$ cat src/rtl/booth_pkg.sv
// Shared types for the radix-2 Booth multiplier.
// Assumes: nothing beyond IEEE 1800-2017.
package booth_pkg;

    // Action selected by one recoded multiplier pair
    typedef enum logic [1:0] {
        BOP_SKIP = 2'd0,
        BOP_ADD  = 2'd1,
        BOP_SUB  = 2'd2
    } booth_op_e;

endpackage

$ cat src/rtl/booth_recode.sv
// Radix-2 Booth recoder: maps {multiplier LSB, history bit} onto an action.
// Assumes: history bit is 0 at the start of each calculation.
module booth_recode
    import booth_pkg::*;
(
    input  logic      lsb_i,
    input  logic      hist_i,
    output booth_op_e op_o
);

    // Decode the bit pair into add, subtract or skip
    always_comb begin
        unique case ({lsb_i, hist_i})
            2'b10:   op_o = BOP_SUB;
            2'b01:   op_o = BOP_ADD;
            default: op_o = BOP_SKIP;
        endcase
    end

endmodule

$ cat src/rtl/booth_addsub.sv
// Accumulator adder/subtractor, one bit wider than the operand.
// Assumes: acc_i is already sign-extended to W+1 bits.
module booth_addsub
    import booth_pkg::*;
#(
    parameter int W = 8
) (
    input  logic [W:0]   acc_i,
    input  logic [W-1:0] mcand_i,
    input  booth_op_e    op_i,
    output logic [W:0]   res_o
);

    localparam int XW = W + 1;

    logic [XW-1:0] mext;

    // Sign-extend the multiplicand so its most negative value survives negation
    always_comb mext = {mcand_i[W-1], mcand_i};

    // Apply the selected action at W+1 bits
    always_comb begin
        unique case (op_i)
            BOP_ADD: res_o = acc_i + mext;
            BOP_SUB: res_o = acc_i - mext;
            default: res_o = acc_i;
        endcase
    end

endmodule

$ cat src/rtl/booth_ctrl.sv
// Sequencer: accepts a start while idle, runs W steps, then pulses done.
// Assumes: synchronous active-low reset; start is ignored while busy.
module booth_ctrl #(
    parameter int W = 8
) (
    input  logic clk,
    input  logic rst_n,
    input  logic start_i,
    output logic load_o,
    output logic step_o,
    output logic busy_o,
    output logic done_o
);

    localparam int CW = $clog2(W + 1);
    localparam logic [CW-1:0] STEPS = CW'(W);
    localparam logic [CW-1:0] LAST  = CW'(1);

    logic [CW-1:0] cnt_q;

    // Accept only while idle; iterate on every busy cycle
    always_comb begin
        load_o = start_i & ~busy_o;
        step_o = busy_o;
    end

    // Sequence counter, busy flag and one-cycle done pulse
    always_ff @(posedge clk) begin
        if (!rst_n) begin
            cnt_q  <= '0;
            busy_o <= 1'b0;
            done_o <= 1'b0;
        end else begin
            done_o <= 1'b0;
            if (load_o) begin
                cnt_q  <= STEPS;
                busy_o <= 1'b1;
            end else if (busy_o) begin
                cnt_q <= cnt_q - 1'b1;
                if (cnt_q == LAST) begin
                    busy_o <= 1'b0;
                    done_o <= 1'b1;
                end
            end
        end
    end

endmodule

$ cat src/rtl/booth_seq_mult.sv
// Sequential radix-2 Booth multiplier for signed OPW-bit operands.
// Holds a W+1-bit accumulator, the multiplier register, a history bit and the
// captured multiplicand; one recode-and-shift step per clock.
// Assumes: synchronous active-low reset; product valid when done pulses and
// held until the next accepted start.
module booth_seq_mult
    import booth_pkg::*;
#(
    parameter int OPW = 8
) (
    input  logic               clk,
    input  logic               rst_n,
    input  logic               start,
    input  logic [OPW-1:0]     mcand,
    input  logic [OPW-1:0]     mplier,
    output logic               busy,
    output logic               done,
    output logic [2*OPW-1:0]   product
);

    localparam int AW = OPW + 1;

    logic [AW-1:0]  acc_q;
    logic [OPW-1:0] qr_q;
    logic           hist_q;
    logic [OPW-1:0] mcand_q;
    logic           load;
    logic           step;
    booth_op_e      op;
    logic [AW-1:0]  sum;

    booth_ctrl #(.W(OPW)) u_ctrl (
        .clk     (clk),
        .rst_n   (rst_n),
        .start_i (start),
        .load_o  (load),
        .step_o  (step),
        .busy_o  (busy),
        .done_o  (done)
    );

    booth_recode u_recode (
        .lsb_i  (qr_q[0]),
        .hist_i (hist_q),
        .op_o   (op)
    );

    booth_addsub #(.W(OPW)) u_addsub (
        .acc_i   (acc_q),
        .mcand_i (mcand_q),
        .op_i    (op),
        .res_o   (sum)
    );

    // Load operands, then shift {acc, qr, hist} right arithmetically each step
    always_ff @(posedge clk) begin
        if (!rst_n) begin
            acc_q   <= '0;
            qr_q    <= '0;
            hist_q  <= 1'b0;
            mcand_q <= '0;
        end else if (load) begin
            acc_q   <= '0;
            qr_q    <= mplier;
            hist_q  <= 1'b0;
            mcand_q <= mcand;
        end else if (step) begin
            acc_q  <= {sum[AW-1], sum[AW-1:1]};
            qr_q   <= {sum[0], qr_q[OPW-1:1]};
            hist_q <= qr_q[0];
        end
    end

    // Product is the low accumulator bits joined to the multiplier register
    always_comb product = {acc_q[OPW-1:0], qr_q};

endmodule

$ cat config.mk
export PLATFORM = sky130hd
export DESIGN_NAME = booth_seq_mult
export DESIGN_NICKNAME = d
export VERILOG_FILES = /design/src/rtl/booth_pkg.sv /design/src/rtl/booth_recode.sv /design/src/rtl/booth_addsub.sv /design/src/rtl/booth_ctrl.sv /design/src/rtl/booth_seq_mult.sv
export SDC_FILE = /design/constraint.sdc
export NUM_CORES = 1
export LEC_CHECK = 0
export ABC_CLOCK_PERIOD_IN_PS = 2700
export BUFFER_PORTS_ARGS = -buffer_cell sky130_fd_sc_hd__buf_4
export CAP_MARGIN = 20
export CELL_PAD_IN_SITES_DETAIL_PLACEMENT = 1
export CELL_PAD_IN_SITES_GLOBAL_PLACEMENT = 1
export CORE_MARGIN = 2
export CORE_UTILIZATION = 36
export CTS_CLUSTER_DIAMETER = 150
export DETAILED_ROUTE_END_ITERATION = 10
export GPL_TIMING_DRIVEN = 0
export PLACE_DENSITY_LB_ADDON = 0.25
export SYNTH_ARGS = -nofsm -noshare
export SYNTH_HDL_FRONTEND = slang
export SYNTH_SLANG_ARGS = --single-unit
$ cat constraint.sdc
create_clock -name clk -period 2.7 [get_ports clk]
set_input_delay 0.27 -clock clk [delete_from_list [all_inputs] [get_ports clk]]
set_output_delay 0.27 -clock clk [all_outputs]
set_load 0.1 [all_outputs]
**After elaboration in Yosys (flattened, before gate mapping)**

Index checks and enable logic that the tools add are counted.

- Register bits: 31
- Input bits: 19
- Output and inout bits: 18
- Word-level logic and storage cells: 32

- $add $sub $neg: 3
- Equal/unequal tests: 5
- Multiplexer cells: 10
- Bitwise logic cells: 3
- Reductions and logical operators: 3

Operators with widths:

| kind | count |
|---|---|
| 9-bit case mux with 2 select lines | 1 |
| 8-bit two-way mux | 2 |
| 8-bit by 8-bit adder with 9-bit output | 1 |
| 8-bit by 8-bit subtractor with 9-bit output | 1 |
| 4-bit two-way mux | 2 |
| 2-bit by 1-bit == test with 1-bit output (second input constant) | 2 |
| 2-bit == test (second input constant) | 2 |
| 4-bit by 1-bit == test with 1-bit output (second input constant) | 1 |
| 1-bit two-way mux | 4 |
| 2-bit case mux with 2 select lines | 1 |
| 4-bit by 1-bit subtractor with 4-bit output (second input constant) | 1 |
| 3-bit OR reduction | 1 |
| 1-bit NOT | 2 |
| 2-bit nonzero test | 1 |
| 2-bit OR reduction | 1 |
| 1-bit bitwise AND | 1 |

**Logic depth before layout (Yosys ltp)**

Gate-level depths: netlist of the first run.

- Depth after elaboration: 6
- Depth in mapped cells: 13

**By module**

From an unflattened synthesis of the first run, not the netlist that was laid out.

- Cell total of the unflattened synthesis: 218
- Area total of the unflattened synthesis: 2025.7 um^2

Modules (own cells, without submodules):

| module | instances | cells an instance | area each (um^2) |
|---|---|---|---|
| booth_seq_mult | 1 | 90 | 1033.5 |
| booth_addsub | 1 | 95 | 674.4 |
| booth_ctrl | 1 | 31 | 302.8 |
| booth_recode | 1 | 2 | 15.0 |

**Least setup slack after synthesis of the first run**

Ideal clock, no wire load.

- Kind: reg-to-reg
- Start point: reg acc_q[2]
- End point: reg acc_q[7] (netlist name)
- Setup time: 0.071 ns
- Arrival: 2.555 ns
- Required time: 2.629 ns
- Setup slack: 0.074 ns
- Cell stages (with the launch flop): 8
- Buffers on the path: 0
- Clock period less this slack: 2.626 ns
- Path through: dfxtp_1 ha_1 a211oi_1 o21ai_0 o31a_1 xnor2_1 or3_1 a21oi_1

- Cells in the longest elaborated chain, start to end: 2

Ends and longest elaborated chain:

| element | line | source |
|---|---|---|
| start, declared | booth_seq_mult.sv:23 | `logic [AW-1:0] acc_q;` |
| start signal, assigned | booth_seq_mult.sv:68 | `acc_q <= {sum[AW-1], sum[AW-1:1]};` |
| 8-bit by 8-bit subtractor with 9-bit output / 8-bit by 8-bit adder with 9-bit output (equally long branches) | booth_addsub.sv:25, booth_addsub.sv:24 |  |
| 9-bit case mux with 2 select lines (*) | booth_addsub.sv:23 | `unique case (op_i)` |

Every way passes the cells marked *; elsewhere a longest branch is shown, timed or not.
A chain may end at the register's enable or synchronous reset.

**Worst setup path in the final report of the first run**

- Start point: reg hist_q
- End point: reg acc_q[7] (netlist name)

- Cells in the longest elaborated chain, start to end: 4

Ends and longest elaborated chain:

| element | line | source |
|---|---|---|
| start, declared | booth_seq_mult.sv:25 | `logic hist_q;` |
| start signal, assigned | booth_seq_mult.sv:70 | `hist_q <= qr_q[0];` |
| 2-bit by 1-bit == test with 1-bit output / 2-bit == test (equally long branches) | booth_recode.sv:13 | `unique case ({lsb_i, hist_i})` |
| 2-bit case mux with 2 select lines (*) | booth_recode.sv:13 |  |
| 2-bit == test / 2-bit by 1-bit == test with 1-bit output (equally long branches) | booth_addsub.sv:23 |  |
| 9-bit case mux with 2 select lines (*) | booth_addsub.sv:23 |  |

Marked as above.

==> results.json, run 1 <==
{
  "outcome": "complete, no violations",
  "worstMarginPinSlew_ns": 0.678,
  "wl_per_cell_microns": 15.0,
  "diodes": 0,
  "antenna_found_initial": 0,
  "relSlewSlack_pct": 54.8,
  "powerDensity_nw_per_um2": 677,
  "port_buffers": 36,
  "synth_cell_types": 38,
  "whs_ns": 0.233,
  "critPathKind": "flip-flop to flip-flop",
  "synth_nets": 257,
  "grt_use_total_pct": 19.3,
  "grt_pass1_vias": 1689,
  "cp_data_required_time_ns": 2.92,
  "route.antenna.remaining_nets": 0,
  "root_buffer": "clkbuf_8",
  "cap_violations": 0,
  "drive_above_1_share_pct": 24.1,
  "ios": 37,
  "crit_chain": "inv_1 -> ha_1 -> buf_4 -> nor2_1 -> xnor2_1 -> ha_1 -> o211ai_1 -> o21ai_2 -> o31a_1 -> xnor2_1 -> or3_1 -> a21oi_1",
  "syn_area_per_cell_sq_um": 8.20,
  "path_depth": 12,
  "htree_levels": 2,
  "grt_pass1_wl_mm": 8.11,
  "clk_path_buf_depth": 2,
  "synthArstFlopShare_pct": 0,
  "period_share_pct": 98.0,
  "cts_buffers": 5,
  "clk-insertion-delay-late_ns": 0.29,
  "critPathMaxStageDelay_ns": 0.33,
  "post_drt_via_cell_ratio": 5.03,
  "synth-edff-count": 0,
  "rows": 26,
  "die_w_microns": 75.6,
  "dieArea_sq_um": 5710,
  "dpl_cell_area_sq_um": 2200,
  "utilization_pct": 48.7,
  "cpMaxStageDelayCell": "dfxtp_1",
  "synth_warnings": 0,
  "first_pass_iters": 4,
  "fillCellCount": 660,
  "clock_sinks": 31,
  "grt_overflow": 0,
  "crit_start": "hist_q$_SDFFE_PP0P_",
  "tns_ns": 0,
  "synth_seq_cells": 31,
  "start_util_pct": 36.8,
  "cts_tree": "yes",
  "ys_seq_area_share_pct": 33.6,
  "postLayoutCellArea_sq_um": 2440,
  "cp.buffers_inverters": 2,
  "min_path_cells": 3,
  "crit_arrival_ns": 2.87,
  "timing.rr.start": "hist_q$_SDFFE_PP0P_",
  "ir_worst_vdd_uv": 296,
  "synth_top_flop_cell": "dfxtp_1",
  "cellLeakagePower_nw": 1.03,
  "wl_mm": 5.22,
  "core_area_sq_um": 5010,
  "setup_viol": 0,
  "path_delay_family": "compound AO/OA/AOI/OAI gates",
  "drc": 0,
  "place.gp.congestion": 0.784,
  "grt_max_degree": 11,
  "final_nets": 309,
  "cp-start-kind": "flip-flop",
  "vias": 1751,
  "area_growth_syn_to_layout_pct": 32.3,
  "dp_hpwl_mm": 3.58,
  "r2r_cells": 12,
  "synth_area_sq_um": 1840,
  "min_path_type": "input port to flip-flop",
  "cts.clk_slew.worst_paths_ns": 0.07,
  "drtIter0Drc": 57,
  "fmax_mhz": 378,
  "die_h_microns": 75.6,
  "min_period_ns": 2.65,
  "cp-end-kind": "flip-flop",
  "crit_fanout": 9,
  "clock_skew_ns": 0.00459,
  "finalMaxSlewViolations": 0,
  "postSynthCellCount": 225,
  "finalHoldViolCount": 0,
  "hold_path.startpoint": "mcand[7]"
}
sequential cells by signal (all words and copies together), names as in the netlist:
signal and flops:
acc_q 8, hist_q 1, mcand_q 8, qr_q 8, u_ctrl.busy_o 1, u_ctrl.cnt_q 4, u_ctrl.done_o 1
synthesized netlist by cell type, drive strengths merged (2+ instances only):
cell,number,area (sq um)
a211oi,7,52.6
a21boi,8,60.1
a21oi,9,48.8
and2,7,43.8
buf,4,20.0
clkbuf,9,33.8
dfxtp,31,621
ha,12,150
inv,12,45.0
mux2,2,22.5
mux2i,11,110
nand2,30,113
nand2b,7,43.8
nor2,23,86.3
nor2b,2,12.5
nor3,2,10.0
nor4,2,18.8
o211a,2,20.0
o211ai,4,30.0
o21ai,15,75.1
o31a,2,17.5
xnor2,11,96.3
xor2,2,17.5
final cells by class:
class / instances / area [sq um] / share of cell area [%]
Multi-Input combinational cell: 169 / 1160 / 47.5
Sequential cell: 31 / 622 / 25.5
Timing Repair Buffer: 45 / 338 / 13.8
Inverter: 12 / 45.0 / 1.85
Clock inverter: 2 / 60.1 / 2.46
Buffer: 13 / 56.3 / 2.31
Tap cell: 70 / 87.6 / 3.59
Clock buffer: 6 / 72.6 / 2.97
placed cells by master (no fill, tap or decap), types with 2 or more instances in the layout:
| cell type | Yosys | routed |
|---|---|---|
| o31a_1 | 2 | 2 |
| a21oi_2 | 1 | 3 |
| buf_1 | 2 | 2 |
| a21oi_1 | 8 | 6 |
| a21boi_0 | 8 | 8 |
| clkbuf_1 | 9 | 10 |
| nand2b_1 | 7 | 7 |
| mux2i_1 | 11 | 11 |
| nand2_1 | 30 | 30 |
| dfxtp_1 | 31 | 30 |
| o21ai_0 | 15 | 12 |
| a211oi_1 | 7 | 6 |
| nor2_1 | 23 | 22 |
| clkbuf_8 | 0 | 5 |
| nor2b_1 | 2 | 2 |
| o211ai_1 | 4 | 4 |
| xor2_1 | 2 | 2 |
| inv_1 | 12 | 12 |
| o21ai_1 | 0 | 2 |
| mux2_2 | 2 | 2 |
| o211a_1 | 2 | 2 |
| and2_1 | 7 | 7 |
| xnor2_1 | 11 | 11 |
| bufinv_16 | 0 | 2 |
| ha_1 | 12 | 12 |
| buf_4 | 1 | 47 |
worst reg2reg max path: stages, from the launching register on:
cell	delay, ns
dfxtp_1	0.33
inv_1	0.05
ha_1	0.18
buf_4	0.17
nor2_1	0.14
xnor2_1	0.15
ha_1	0.32
o211ai_1	0.30
o21ai_2	0.11
o31a_1	0.25
xnor2_1	0.13
or3_1	0.31
a21oi_1	0.13
report_power, final:
group	switching, W	leakage, nW	internal [W]
logic	0.000344	0.707	0.000224
registers	0.0000328	0.255	0.000486
clock network	0.000197	0.0654	0.000369
total	0.000574	1.03	0.00108
per-stage QoR:
step                      setup WS, ns  instances  power (W)
after floorplan                 0.0745        225   0.000901
after global placement         -0.0522        331    0.00101
after detailed placement        -0.113        331    0.00102
after CTS                      0.00882        343    0.00162
after global routing           -0.0496        348    0.00173
final                           0.0527        348    0.00165
routing by layer:
metal,track usage [%],up-vias,share of wire (%)
met5,0,-,0
met4,5.85,0,0.96
met3,4.37,7,3.5
met2,32.7,33,49
met1,24.6,838,46
li1,-,873,-
worst paths after layout:
check | slack [ns] | endpoint
worst max-delay path | 0.05 | acc_q[7]$_SDFFE_PP0P_
worst min-delay path | 0.23 | mcand_q[7]$_SDFFE_PN0P_
worst max register to register | 0.05 | acc_q[7]$_SDFFE_PP0P_
worst min register to register | 0.50 | u_ctrl.cnt_q[1]$_SDFFE_PP0P_
what timing repair did:
item / 4_1_cts / 5_1_grt
gates resized for setup: 5 / 9
hold buffers: 0 / 0
setup endpoints to repair: 1 / 3
pin swaps: 2 / 5
buffers inserted: 4 / 5
cell families (layout without fill, tap and decap cells):
group           Yosys count  count (layout)  share of synthesized area, %
simple gates             76              76                          18.9
mux                      13              13                          7.19
compound gates           54              54                          19.5
buf+inv                  25              78                          5.36
fa+ha+maj                13              13                          9.23
flops                    31              31                          33.7
xor+xnor                 13              13                          6.17
(Power assumes the default switching activity.)
==> inputs of run 2 (changes only) <==
--- a/config.mk
+++ b/config.mk
@@ -5,13 +5,13 @@
 export SDC_FILE = /design/constraint.sdc
 export NUM_CORES = 1
 export LEC_CHECK = 0
-export ABC_CLOCK_PERIOD_IN_PS = 2700
+export ABC_CLOCK_PERIOD_IN_PS = 2940
 export BUFFER_PORTS_ARGS = -buffer_cell sky130_fd_sc_hd__buf_4
 export CAP_MARGIN = 20
 export CELL_PAD_IN_SITES_DETAIL_PLACEMENT = 1
 export CELL_PAD_IN_SITES_GLOBAL_PLACEMENT = 1
 export CORE_MARGIN = 2
-export CORE_UTILIZATION = 36
+export CORE_UTILIZATION = 40
 export CTS_CLUSTER_DIAMETER = 150
 export DETAILED_ROUTE_END_ITERATION = 10
 export GPL_TIMING_DRIVEN = 0
==> constraint.sdc (replaced) <==
create_clock -name clk -period 2.94 [get_ports clk]
set_input_delay 0.294 -clock clk [delete_from_list [all_inputs] [get_ports clk]]
set_output_delay 0.294 -clock clk [all_outputs]
set_load 0.1 [all_outputs]
==> run 2 against run 1 <==
  * Utilization up 3.4 points
  * Combinational power down 21%
  * Clock power down 34%
  * Critical path type unchanged
  * Critical endpoint unchanged
  * Largest cell class unchanged
==> results.json, run 2 (same netlist as run 1, synthesis figures left out) <==
{
  "drc": 0,
  "ios": 37,
  "utilization_pct": 52.1,
  "wl_mm": 4.70,
  "cp-start-kind": "flip-flop",
  "min_period_ns": 2.71,
  "worstMarginPinSlew_ns": 0.656,
  "route.antenna.remaining_nets": 0,
  "clk_path_buf_depth": 2,
  "final_nets": 300,
  "dp_hpwl_mm": 3.55,
  "crit_fanout": 9,
  "final_cells": 321,
  "r2r-end": "acc_q[7]$_SDFFE_PP0P_",
  "cp-end-kind": "flip-flop",
  "crit_start": "hist_q$_SDFFE_PP0P_",
  "die_h_microns": 71.9,
  "clk-insertion-delay-late_ns": 0.28,
  "r2r_cells": 11,
  "cts_buffers": 5,
  "antenna_found_initial": 0,
  "cts_setup_buffers": 0,
  "clock_sinks": 31,
  "layout_common_cells": "buf_4, dfxtp_1, nand2_1",
  "area_growth_syn_to_layout_pct": 23.9,
  "largestRegisters": "acc_q x8, mcand_q x8, qr_q x8",
  "vias": 1688,
  "place.gp.congestion": 0.728,
  "r2r_slack_ns": 0.23,
  "powerDensity_nw_per_um2": 568,
  "start_util_pct": 42.1,
  "htree_levels": 2,
  "post_drt_via_cell_ratio": 5.26,
  "crit_chain": "inv_1 -> ha_1 -> buf_2 -> mux2i_1 -> fa_1 -> a211oi_1 -> o21ai_1 -> o31a_1 -> xnor2_1 -> or3_1 -> a21oi_1",
  "die_w_microns": 71.9,
  "relSlewSlack_pct": 56.3,
  "path_delay_family": "compound AO/OA/AOI/OAI gates",
  "grt_use_total_pct": 20.0,
  "wl_per_cell_microns": 14.6,
  "setup_viol": 0,
  "timing.rr.start": "hist_q$_SDFFE_PP0P_",
  "hold_path.startpoint": "mcand[7]",
  "crit_arrival_ns": 2.92,
  "ir_worst_vdd_uv": 269,
  "cp.buffers_inverters": 2,
  "cts.clk_slew.worst_paths_ns": 0.06,
  "critPathKind": "flip-flop to flip-flop",
  "cpMaxStageDelayCell": "fa_1",
  "outcome": "complete, no violations",
  "cp_data_required_time_ns": 3.15,
  "grt_max_degree": 11,
  "port_buffers": 36,
  "layout.cells.most_common": "buf_4",
  "root_buffer": "clkbuf_8",
  "min_path_type": "input port to flip-flop",
  "drive_above_1_share_pct": 18.6,
  "cts_hold_buf": 0,
  "core_area_sq_um": 4380,
  "min_to": "mcand_q[7]$_SDFFE_PN0P_",
  "fmax_mhz": 369,
  "first_pass_iters": 4,
  "cts_tree": "yes",
  "grt_pass1_wl_mm": 7.89,
  "tns_ns": 0,
  "rsz0062_at_grt": "no",
  "finalMaxSlewViolations": 0,
  "dp.cells": 313,
  "cellLeakagePower_nw": 0.966,
  "critPathMaxStageDelay_ns": 0.48,
  "min_path_cells": 3,
  "cap_violations": 0,
  "finalHoldViolCount": 0,
  "diodes": 0,
  "rows": 24,
  "grt_overflow": 0,
  "grt_pass1_vias": 1699,
  "clock_skew_ns": 0.00181,
  "drtIter0Drc": 41,
  "period_share_pct": 92.2,
  "dieArea_sq_um": 5170
}
## run 2: cell types whose count changed in the layout (fill, tap and decap cells not counted), moves of 2 or more
cell,delta
buf_4,-10
a21oi_1,+2
a21oi_2,-2
bufinv_16,-2
clkbuf_8,+2
o21ai_0,+2
## run 2: where the power goes
group	internal, W	leakage, nW	total, W	switching, W
sequential	0.000447	0.254	0.000477	0.0000298
clock	0.000214	0.0515	0.000375	0.000161
combinational	0.000166	0.660	0.000447	0.000281
## run 2: worst max path at each step
stage               depth (start not counted)                     to
detailed placement                         11  acc_q[7]$_SDFFE_PP0P_
global route                               12  acc_q[7]$_SDFFE_PP0P_
CTS                                        11  acc_q[7]$_SDFFE_PP0P_
floorplan                                   7  acc_q[7]$_SDFFE_PP0P_
finish                                     11  acc_q[7]$_SDFFE_PP0P_
global placement                           10  acc_q[7]$_SDFFE_PP0P_
## run 2: cell type report
type	instances	area, sq um
Clock buffer	8	100
Timing Repair Buffer	36	270
Sequential cell	31	621
Buffer	13	53.8
Fill cell	577	2100
Inverter	12	45.0
Multi-Input combinational cell	169	1130
Tap cell	52	65.1
## run 2: through the flow
step / hold WS (ns) / setup WS [ns] / total power, W / area, sq um
after floorplan: 0.439 / 0.314 / 0.000828 / 1840
final: 0.266 / 0.231 / 0.00130 / 2280
after global placement: 0.475 / 0.225 / 0.000925 / 2180
after detailed placement: 0.495 / 0.191 / 0.000933 / 2180
after global routing: 0.284 / 0.0367 / 0.00138 / 2280
after CTS: 0.257 / 0.158 / 0.00132 / 2280
## run 2: layer usage
layer	global-route usage [%]	part of all wire (%)
met1	24.2	45
met2	34.9	50
met3	4.17	3.0
met4	7.55	1.5
met5	0	0
## run 2: tightest hold or removal path, cell delays in order
cell      delay [ns]
buf_4           0.11
nand2_1         0.04
a21boi_0        0.06
## run 2: repair_timing
item | 4_1_cts | 5_1_grt
endpoints found under the hold margin | 0 | 0
gates resized for setup | 0 | 2
endpoints found under the setup margin | 0 | 1
==> inputs of run 3 (changes only) <==
--- a/config.mk
+++ b/config.mk
@@ -5,13 +5,13 @@
 export SDC_FILE = /design/constraint.sdc
 export NUM_CORES = 1
 export LEC_CHECK = 0
-export ABC_CLOCK_PERIOD_IN_PS = 2940
+export ABC_CLOCK_PERIOD_IN_PS = 3150
 export BUFFER_PORTS_ARGS = -buffer_cell sky130_fd_sc_hd__buf_4
 export CAP_MARGIN = 20
 export CELL_PAD_IN_SITES_DETAIL_PLACEMENT = 1
 export CELL_PAD_IN_SITES_GLOBAL_PLACEMENT = 1
 export CORE_MARGIN = 2
-export CORE_UTILIZATION = 40
+export CORE_UTILIZATION = 43
 export CTS_CLUSTER_DIAMETER = 150
 export DETAILED_ROUTE_END_ITERATION = 10
 export GPL_TIMING_DRIVEN = 0
==> constraint.sdc (replaced) <==
create_clock -name clk -period 3.15 [get_ports clk]
set_input_delay 0.315 -clock clk [delete_from_list [all_inputs] [get_ports clk]]
set_output_delay 0.315 -clock clk [all_outputs]
set_load 0.1 [all_outputs]
==> run 3 against run 2 <==
  * Cell area fell by 0.66%
  * Clock power fell by 13%
  * Count of clock-buffer cells in the layout fell by 2
  * Flip-flop and latch count did not move
  * Via count rose by 3.7%
  * Worst setup slack got worse by 0.079 ns
  * Fmax fell by 9.6%
  * Critical path type unchanged
  * Critical endpoint unchanged
  * Highest routed layer unchanged
==> results.json, run 3 (same netlist as run 1, synthesis figures left out) <==
{
  "outcome": "complete, no violations",
  "ios": 37,
  "ir_worst_vdd_uv": 278,
  "first_pass_iters": 4,
  "cap_violations": 0,
  "grt_overflow": 0,
  "clk_path_buf_depth": 2,
  "pwr-share-clk_pct": 27.0,
  "drive_above_1_share_pct": 18.7,
  "worstMarginPinSlew_ns": 0.657,
  "critPathMaxStageDelay_ns": 0.51,
  "critPathKind": "flip-flop to flip-flop",
  "fillCellCount": 504,
  "crit_chain": "inv_1 -> ha_1 -> buf_2 -> mux2i_1 -> fa_1 -> a211oi_2 -> o21ai_0 -> o31a_1 -> xnor2_1 -> or3_1 -> a21oi_1",
  "hold_path.startpoint": "mcand[3]",
  "grt_use_total_pct": 22.3,
  "core_area_sq_um": 4060,
  "rsz0062_at_grt": "no",
  "fmax_mhz": 334,
  "tns_ns": 0,
  "grt_pass1_vias": 1816,
  "wl_mm": 5.10,
  "rows": 23,
  "final_nets": 300,
  "cp-end-kind": "flip-flop",
  "finalHoldViolCount": 0,
  "drc": 0,
  "place.gp.congestion": 0.793,
  "route.antenna.remaining_nets": 0,
  "area_growth_syn_to_layout_pct": 23.1,
  "whs_ns": 0.281,
  "antenna_found_initial": 0,
  "p_seq_share_pct": 37.1,
  "cp_data_required_time_ns": 3.37,
  "grt_pass1_wl_mm": 8.60,
  "finalMaxSlewViolations": 0,
  "die_w_microns": 69.5,
  "cts.clk_slew.worst_paths_ns": 0.07,
  "cellLeakagePower_nw": 0.961,
  "post_drt_via_cell_ratio": 5.51,
  "grt_max_degree": 11,
  "port_buffers": 36,
  "p_sw_share_pct": 38.0,
  "dp.cells": 311,
  "relSlewSlack_pct": 56.2,
  "cts_setup_buffers": 0,
  "largestRegisters": "acc_q x8, mcand_q x8, qr_q x8",
  "crit_arrival_ns": 3.22,
  "vias": 1751,
  "layout_common_cells": "buf_4, dfxtp_1, nand2_1",
  "powerDensity_nw_per_um2": 529,
  "die_h_microns": 69.5,
  "cp-start-kind": "flip-flop",
  "dieArea_sq_um": 4830,
  "p_int_w": 0.000745,
  "period_share_pct": 95.2,
  "cts_buffers": 5,
  "clock_sinks": 31,
  "postLayoutCellArea_sq_um": 2270,
  "crit_start": "hist_q$_SDFFE_PP0P_",
  "clock_skew_ns": 0.00702,
  "min_period_ns": 3.00,
  "drtIter0Drc": 61,
  "switching_power_w": 0.000457,
  "setup_viol": 0,
  "cts_tree": "yes",
  "min_path_type": "input port to flip-flop",
  "final_cells": 318,
  "root_buffer": "clkbuf_8",
  "cpMaxStageDelayCell": "fa_1",
  "timing.rr.start": "hist_q$_SDFFE_PP0P_",
  "clk-insertion-delay-late_ns": 0.29,
  "comb_power_share_pct": 35.9,
  "start_util_pct": 45.5,
  "crit_fanout": 9,
  "wl_per_cell_microns": 16.0,
  "dpl_cell_area_sq_um": 2180,
  "layout.cells.most_common": "buf_4",
  "diodes": 0,
  "dp_hpwl_mm": 3.63,
  "htree_levels": 2
}
## run 3: final timing paths
path                                  end  slack (ns)  depth (start not counted)
min               mcand_q[3]$_SDFFE_PN0P_        0.28                          3
max reg2reg         acc_q[7]$_SDFFE_PP0P_        0.15                         11
min reg2reg  u_ctrl.cnt_q[1]$_SDFFE_PP0P_        0.52                          2
max                 acc_q[7]$_SDFFE_PP0P_        0.15                         11
## run 3: cell type report
| cell class | count | area, sq um | share of cell area, % |
|---|---|---|---|
| multi-input cells | 169 | 1130 | 49.8 |
| plain buffers | 13 | 53.8 | 2.37 |
| flip-flops and latches | 31 | 621 | 27.3 |
| clock inverters | 1 | 5.00 | 0.221 |
| repair buffers | 36 | 270 | 11.9 |
| clock buffers | 6 | 82.6 | 3.64 |
| inverters | 12 | 45.0 | 1.98 |
| well taps | 50 | 62.6 | 2.76 |
## run 3: what timing repair did
action	CTS	global route
gates resized for setup	0	1
hold buffers	0	0
setup endpoints to repair	0	1
## run 3: routing by layer
layer	track usage, %	part of all wire (%)
met1	25.4	43
met2	41.5	52
met3	3.78	3.1
met4	7.63	1.6
met5	0	0
## run 3: critical path, delay by kind of cell (launching register included)
family | cells | cell delay (ns)
compound gates | 4 | 1.01
flops | 1 | 0.34
simple gates | 1 | 0.32
xor+xnor | 1 | 0.13
fa+ha+maj | 2 | 0.70
buf+inv | 2 | 0.23
mux | 1 | 0.19
## run 3: power groups by stage
stage	Clock [W]	Sequential, W	Combinational, W
floorplan	0	0.000539	0.000234
detailed placement	0	0.000453	0.000419
CTS	0.000332	0.000445	0.000430
global route	0.000346	0.000449	0.000469
finish	0.000325	0.000445	0.000431
global placement	0	0.000452	0.000409
## run 3: metrics by stage
step	util [%]	setup slack [ns]	power, W
floorplan	-	0.524	0.000772
global placement	53.7	0.430	0.000861
detailed placement	53.7	0.347	0.000872
CTS	55.8	0.105	0.00121
global route	55.9	0.0476	0.00126
finish	55.9	0.152	0.00120
